===== config.mk =====
export PLATFORM = sky130hd
export DESIGN_NAME = swrst_ctl
export DESIGN_NICKNAME = d
export VERILOG_FILES = /design/src/rtl/swrst_pkg.sv /design/src/rtl/swrst_pulse.sv /design/src/rtl/swrst_regs.sv /design/src/rtl/swrst_ctl.sv
export SDC_FILE = /design/constraint.sdc
export NUM_CORES = 1
export LEC_CHECK = 0
export BUFFER_PORTS_ARGS = -buffer_cell sky130_fd_sc_hd__buf_4
export CORE_ASPECT_RATIO = 1.4
export CORE_MARGIN = 2
export CORE_UTILIZATION = 42
export DETAILED_ROUTE_END_ITERATION = 8
export PLACE_DENSITY = 0.85
export SYNTH_ARGS = -nofsm -noshare
export SYNTH_HDL_FRONTEND = slang
export SYNTH_SLANG_ARGS = --single-unit

===== constraint.sdc =====
create_clock -name clk -period 3.2 [get_ports clk]
set_input_delay 0.32 -clock clk [delete_from_list [all_inputs] [get_ports clk]]
set_output_delay 0.32 -clock clk [all_outputs]
set_load 0.1 [all_outputs]

===== src/rtl/swrst_pkg.sv =====
package swrst_pkg;
    // Trigger view field positions
    localparam int unsigned TRG_LOCAL_BIT = 0;
    localparam int unsigned TRG_SYS_BIT   = 1;
    // Set / clear view field positions
    localparam int unsigned SC_BRST_BIT   = 0;
    localparam int unsigned SC_FAIL_BIT   = 1;
    // Number of pulse-stretched reset lines
    localparam int unsigned NUM_PULSE     = 2;
    localparam int unsigned PULSE_LOCAL   = 0;
    localparam int unsigned PULSE_SYS     = 1;

    typedef struct packed {
        logic brst;
        logic fail;
    } sc_state_t;
endpackage


===== src/rtl/swrst_pulse.sv =====
module swrst_pulse #(
    parameter int unsigned LEN = 16
) (
    input  logic clk,
    input  logic rst_n,
    input  logic trig,
    output logic active
);
    localparam int unsigned CNT_W = $clog2(LEN + 1);

    typedef struct packed {
        logic [CNT_W-1:0] cnt;
    } pst_t;

    pst_t cur_q, nxt_d;

    always_comb begin
        nxt_d = cur_q;
        if (trig) begin
            nxt_d.cnt = CNT_W'(LEN);
        end else if (cur_q.cnt != '0) begin
            nxt_d.cnt = cur_q.cnt - 1'b1;
        end
    end

    always_ff @(posedge clk or negedge rst_n) begin
        if (!rst_n) cur_q <= '0;
        else        cur_q <= nxt_d;
    end

    assign active = (cur_q.cnt != '0);
endmodule


===== src/rtl/swrst_regs.sv =====
module swrst_regs
    import swrst_pkg::*;
#(
    parameter int unsigned ADDR_W = 8,
    parameter int unsigned DATA_W = 32,
    parameter logic [ADDR_W-1:0] OFS_MISC = 'h00,
    parameter logic [ADDR_W-1:0] OFS_SET  = 'h04,
    parameter logic [ADDR_W-1:0] OFS_CLR  = 'h08
) (
    input  logic              clk,
    input  logic              rst_n,
    input  logic [ADDR_W-1:0] bus_addr,
    input  logic              bus_we,
    input  logic [DATA_W-1:0] bus_wdata,
    input  logic              bus_re,
    input  logic              lrst_on,
    output logic [NUM_PULSE-1:0] trig,
    output sc_state_t         state,
    output logic [DATA_W-1:0] rdata
);
    typedef struct packed {
        sc_state_t         sc;
        logic [DATA_W-1:0] rd;
    } rst_t;

    rst_t cur_q, nxt_d;
    logic hit_misc, hit_set, hit_clr;

    assign hit_misc = (bus_addr == OFS_MISC);
    assign hit_set  = (bus_addr == OFS_SET);
    assign hit_clr  = (bus_addr == OFS_CLR);

    always_comb begin
        trig = '0;
        if (bus_we && hit_misc) begin
            trig[PULSE_LOCAL] = bus_wdata[TRG_LOCAL_BIT];
            trig[PULSE_SYS]   = bus_wdata[TRG_SYS_BIT];
        end
    end

    always_comb begin
        nxt_d = cur_q;
        if (bus_we && hit_set) begin
            if (bus_wdata[SC_BRST_BIT]) nxt_d.sc.brst = 1'b1;
            if (bus_wdata[SC_FAIL_BIT]) nxt_d.sc.fail = 1'b1;
        end
        // clear applied last so it wins on a shared decode
        if (bus_we && hit_clr) begin
            if (bus_wdata[SC_BRST_BIT]) nxt_d.sc.brst = 1'b0;
            if (bus_wdata[SC_FAIL_BIT]) nxt_d.sc.fail = 1'b0;
        end
        nxt_d.rd = '0;
        if (bus_re && (hit_set || hit_clr)) begin
            nxt_d.rd[SC_BRST_BIT] = lrst_on;
            nxt_d.rd[SC_FAIL_BIT] = cur_q.sc.fail;
        end
    end

    always_ff @(posedge clk or negedge rst_n) begin
        if (!rst_n) cur_q <= '0;
        else        cur_q <= nxt_d;
    end

    assign state = cur_q.sc;
    assign rdata = cur_q.rd;
endmodule


===== src/rtl/swrst_ctl.sv =====
module swrst_ctl
    import swrst_pkg::*;
#(
    parameter int unsigned ADDR_W    = 8,
    parameter int unsigned DATA_W    = 32,
    parameter logic [ADDR_W-1:0] OFS_MISC = 'h00,
    parameter logic [ADDR_W-1:0] OFS_SET  = 'h04,
    parameter logic [ADDR_W-1:0] OFS_CLR  = 'h08,
    parameter int unsigned PULSE_LEN = 16
) (
    input  logic              clk,
    input  logic              rst_n,
    input  logic [ADDR_W-1:0] bus_addr,
    input  logic              bus_we,
    input  logic [DATA_W-1:0] bus_wdata,
    input  logic              bus_re,
    output logic [DATA_W-1:0] bus_rdata,
    output logic              lrst_n_o,
    output logic              sysrst_n_o,
    output logic              sysfail_n_o
);
    logic [NUM_PULSE-1:0] trig;
    logic [NUM_PULSE-1:0] pact;
    sc_state_t            state;
    logic                 lrst_on;

    assign lrst_on = pact[PULSE_LOCAL] | state.brst;

    swrst_regs #(
        .ADDR_W(ADDR_W), .DATA_W(DATA_W),
        .OFS_MISC(OFS_MISC), .OFS_SET(OFS_SET), .OFS_CLR(OFS_CLR)
    ) u_regs (
        .clk(clk), .rst_n(rst_n),
        .bus_addr(bus_addr), .bus_we(bus_we), .bus_wdata(bus_wdata),
        .bus_re(bus_re), .lrst_on(lrst_on),
        .trig(trig), .state(state), .rdata(bus_rdata)
    );

    for (genvar g = 0; g < NUM_PULSE; g++) begin : g_pulse
        swrst_pulse #(.LEN(PULSE_LEN)) u_pulse (
            .clk(clk), .rst_n(rst_n), .trig(trig[g]), .active(pact[g])
        );
    end

    assign lrst_n_o    = ~lrst_on;
    assign sysrst_n_o  = ~pact[PULSE_SYS];
    assign sysfail_n_o = ~state.fail;
endmodule


# --- Yosys cells after proc, flatten, opt, wreduce, memory -nomap -nowiden ---
# Index checks and enable logic that the tools add are counted.
# Widths: inputs -> output; s select.
classes:
  n_addsub: 2
  n_eq_ne: 2
  mux: 12
  n_bitwise: 4
  n_reduce_logical: 10
ops:
  columns: ["cell", "count"]
  rows:
  - ["$mux 5", 4]
  - ["$reduce_bool 5->1", 2]
  - ["$sub 5x1->5 const B", 2]
  - ["$eq 8x3->1 const B", 1]
  - ["$eq 8x4->1 const B", 1]
  - ["$logic_not 8->1", 1]
  - ["$mux 2", 4]
  - ["$logic_and 1x1->1", 4]
  - ["$mux 1", 4]
  - ["$reduce_bool 2->1", 2]
  - ["$not 1->1", 3]
  - ["$logic_or 1x1->1", 1]
  - ["$or 1x1->1", 1]
totals:
  regBits: 14
  in_bits: 44
  output_inout_bits: 35
  wordCells: 35

# --- Longest topological paths before layout ---
logic_depth:
  depth_word: 5
  mapped_depth: 6
  mapped_depth_nobuf: 6

# --- Hierarchy ---
# From an unflattened synthesis, not the netlist that was laid out.
unflattened:
  hier_cells: 114
  area_unflattened_um2: 1009.7
modules_own_cells:
  columns: ["module", "n_inst", "cells_per_inst", "area_per_inst_um2", "seq_area_each_um2"]
  rows:
  - ["swrst_pulse", 2, 25, 261.5, 125.1]
  - ["swrst_regs", 1, 60, 469.2, 100.1]
  - ["swrst_ctl", 1, 4, 17.5, 0.0]

# --- Least setup slack after synthesis ---
# No wires, ideal clock.
synth_timing:
  path_kind: "register -> register"
  startpoint: "register g_pulse[0].u_pulse.cur_q[0] (netlist name)"
  endpoint: "register u_regs.cur_q (netlist bit u_regs.rdata[0])"
  setup_ns: 0.204
  t_arrival_ns: 2.658
  t_required_ns: 2.996
  slack_ns: 0.337
  stages_incl_launch_ff: 7
  n_path_buf: 1
  synth_period_minus_slack_ns: 2.863
  cell_sequence: "dfrtp_1 -> inv_1 -> ha_1 -> or4b_1 -> clkbuf_2 -> nor2_1 -> nor4_1"
synth_lines:
  columns: ["item", "line", "rtl"]
  rows:
  - ["start: declaration", "swrst_pulse.sv:15", "pst_t cur_q, nxt_d;"]
  - ["start signal: assignment", "swrst_pulse.sv:28", "else cur_q <= nxt_d;"]
  - ["end signal: assignment", "swrst_regs.sv:61", "else cur_q <= nxt_d;"]
  - ["end: declaration", "swrst_regs.sv:26", "rst_t cur_q, nxt_d;"]

# --- Final worst setup path ---
layout_timing:
  startpoint: "register g_pulse[0].u_pulse.cur_q[0] (netlist name)"
  endpoint: "output port lrst_n_o"
layout_between:
  elab_chain_cells: 3
layout_lines:
  columns: ["item", "line", "rtl"]
  rows:
  - ["$reduce_bool 5->1", "swrst_pulse.sv:31", "assign active = (cur_q.cnt != '0);"]
  - ["$or 1x1->1", "swrst_ctl.sv:27", "assign lrst_on = pact[PULSE_LOCAL] | state.brst;"]
  - ["$not 1->1", "swrst_ctl.sv:45", "assign lrst_n_o = ~lrst_on;"]
  - ["end: declaration", "swrst_ctl.sv:18", "output logic lrst_n_o,"]
# Every way passes these cells.

==> run_results.csv <==
group,metric,value,unit
power,cellPowerDensity,821,nW/um^2
yosys,ys_seq_area_share,35.3,%
route,drc,0,
timing,finalWorstSetupSlack,0.774,ns
worst_setup_path,crit_chain,"inv_1 -> ha_1 -> or4b_1 -> nor2_1 -> buf_4",
timing,period_needed,2.43,ns
die,die-area,2780,um^2
timing,fin_setup_tns,0,ns
worst_setup_path,critPathMaxFanout,6,
power,p_total,884,uW
route,dr.pass1.iters,4,
cells_and_area,syn2layout_area_growth,8.31,%
cts,cts_tree,"yes",
yosys,synth_area,993,um^2
yosys,synth_cell_types,28,
placed_design,dp_hpwl,1430,um
timing,hold_viol_final,0,
placed_design,dpl_cell_area,1030,um^2
yosys,synth-async-reset-ratio,100,%
yosys,synthMostInstantiatedCell,"buf_4",
power,vdd_drop_max,0.426,mV
cts,cts_root_buf,"clkbuf_4",
yosys,yosys-top-cells-area,"dfrtp_1, buf_4, nor3_4",
cts,clkLatencyLatePin,0.27,ns
die,core_area,2200,um^2
cells_and_area,nets,173,
run,drv_cap,0,
yosys,ys_seq_elements,14,
placed_design,port_buffers,18,
global_route,track_usage,13.9,%
cts,clock_sinks,14,
hold_path,hold_path.class,"primary input to flip-flop",
yosys,syn_avg_cell_area,9.37,um^2
die,dieWidth,45.1,um
placed_design,pre_cts_ws,1.11,ns
timing,report.final.slew_viol_count,0,
route,ant_nets,0,
worst_setup_path,worstPathRequired,2.88,ns
route,vias,715,
yosys,synth_top_area_cell,"dfrtp_1",
yosys,synth.top_cells.by_count,"buf_4, dfrtp_1, nor2_1",
route,top_layer_used,"met4",
global_route,gr-total-overflow,0,
timing,fin_crit_sh,75.8,%
worst_setup_path,cp_data_arrival_time,2.11,ns
global_route,grt_pass1_vias,694,
die,rows,20,
global_route,grt_max_degree,15,
timing,setup_viol,0,
cells_and_area,fillers,216,
cts,cts_buffer_depth,2,
cts,numCtsBuffers,3,
placed_design,gp_congestion,0.755,
timing,skew,0.00173,ns
timing,rsz0062_at_grt,"false",
cells_and_area,drive_above_1_share,22.2,%
yosys,yosys_warnings,0,
route,wl_per_cell,11.7,um
worst_setup_path,crit_path_end_kind,"output pin",
global_route,antenna_found_initial,0,
cells_and_area,fin_util,48.9,%
cts,clkTransAtPathRegs,0.08,ns
global_route,grt_pass1_wl,2750,um
route,wirelength,1730,um
worst_setup_path,cpMaxStageDelayCell,"or4b_1",
cts,htreeDepth,1,
yosys,synthFlopType,"dfrtp_1",
yosys,synth_edf_count,0,
die,die_h,61.5,um
worst_setup_path,crit_path_start_kind,"flip-flop",
route,drt-initial-drc-count,11,
yosys,synth.top_cell.area_share,35.3,%
cells_and_area,finalInstanceArea,1080,um^2
worst_setup_path,crit_buf_inv,2,
die,pin_count,79,
power,power_leakage,0.000568,uW
run_status,status,"complete, no violations",
route,met3_length,116,um
worst_setup_path,crit_family,"simple AND/OR/NAND/NOR gates",
worst_setup_path,cp_slowest_stage_delay,0.59,ns
cts,post_cts_resized,0,
route,met2_length,976,um
route,met1_length,601,um
route,post_drt_via_cell_ratio,4.83,
cells_and_area,antenna_cells,0,
die,start_util,45.1,%
timing,max_freq,412,MHz
worst_setup_path,critPathKind,"flip-flop to output pin",
yosys,synthCells,106,
-- report_power, final --
group	leakage, uW	internal (uW)	switching, uW	total [uW]
logic	0.000367	134	339	473
clock network	0.0000210	69.2	54.8	124
registers	0.000179	233	54.3	287
total	0.000568	436	448	884
-- path summary, 6_finish.rpt --
kind                                             startpoint                           to  slack, ns  depth (start not counted)
worst max-delay path            g_pulse[0].u_pulse.cur_q[0]                     lrst_n_o       0.77                          5
worst min register to register  g_pulse[0].u_pulse.cur_q[4]  g_pulse[0].u_pulse.cur_q[4]       0.50                          1
max in group asynchronous                             rst_n  g_pulse[1].u_pulse.cur_q[0]       2.61                          2
worst max register to register  g_pulse[0].u_pulse.cur_q[0]              u_regs.rdata[0]       1.49                          5
min in group asynchronous                             rst_n  g_pulse[0].u_pulse.cur_q[2]       0.43                          2
worst min-delay path                            bus_addr[3]                    flip-flop       0.25                          2
-- cell type report --
type	instances	area, um^2	area share, %
repair buffers	19	145	13.5
well taps	22	27.5	2.56
clock buffers	4	36.3	3.37
multi-input cells	83	494	45.9
flip-flops and latches	14	350	32.6
inverters	6	22.5	2.09
-- stage by stage --
step / hold slack [ns] / std cells
final: 0.246 / 148
after floorplan: 0.0244 / 135
after CTS: 0.239 / 148
after detailed placement: 0.178 / 143
after global placement: 0.171 / 143
after global routing: 0.241 / 148
-- kinds of logic after synthesis --
logic type	count (synthesis)	share of synthesized area, %
other	1	0.377
AO/OA/AOI/OAI	13	9.57
AND/OR/NAND/NOR	36	24.6
buffers and inverters	38	25.9
adder cells (fa/ha/maj)	2	2.52
XOR/XNOR	2	1.76
flip-flops	14	35.3
-- repair_timing --
| action | CTS | global route |
|---|---|---|
| setup endpoints to repair | 0 | 0 |
| hold buffers | 1 | 0 |
| endpoints found under the hold margin | 14 | 0 |
| setup buffers | 0 | 0 |
-- layer usage --
metal | track usage, % | vias to the layer above
met5 | 0 | -
met1 | 12.7 | 339
met2 | 27.1 | 32
li1 | - | 342
met3 | 2.35 | 2
met4 | 8.82 | 0
-- placed cells by master, fill, tap and decap left out, types with 2 or more instances in the layout --
cell type  instances
a21oi_1            4
nand3b_1           4
xnor2_1            2
nand2b_1           3
nor2b_1            2
nand2_1            2
ha_1               2
dfrtp_1           14
a2bb2oi_1          2
nor3_4             2
o31ai_1            3
clkbuf_4           3
conb_1            30
inv_1              6
buf_4             18
or3_1              2
nor2_1             8
nor4_1             3
or4b_1             2
a21o_1             2
nor3_1             4
Note: power is estimated with default switching activity, not from simulation.
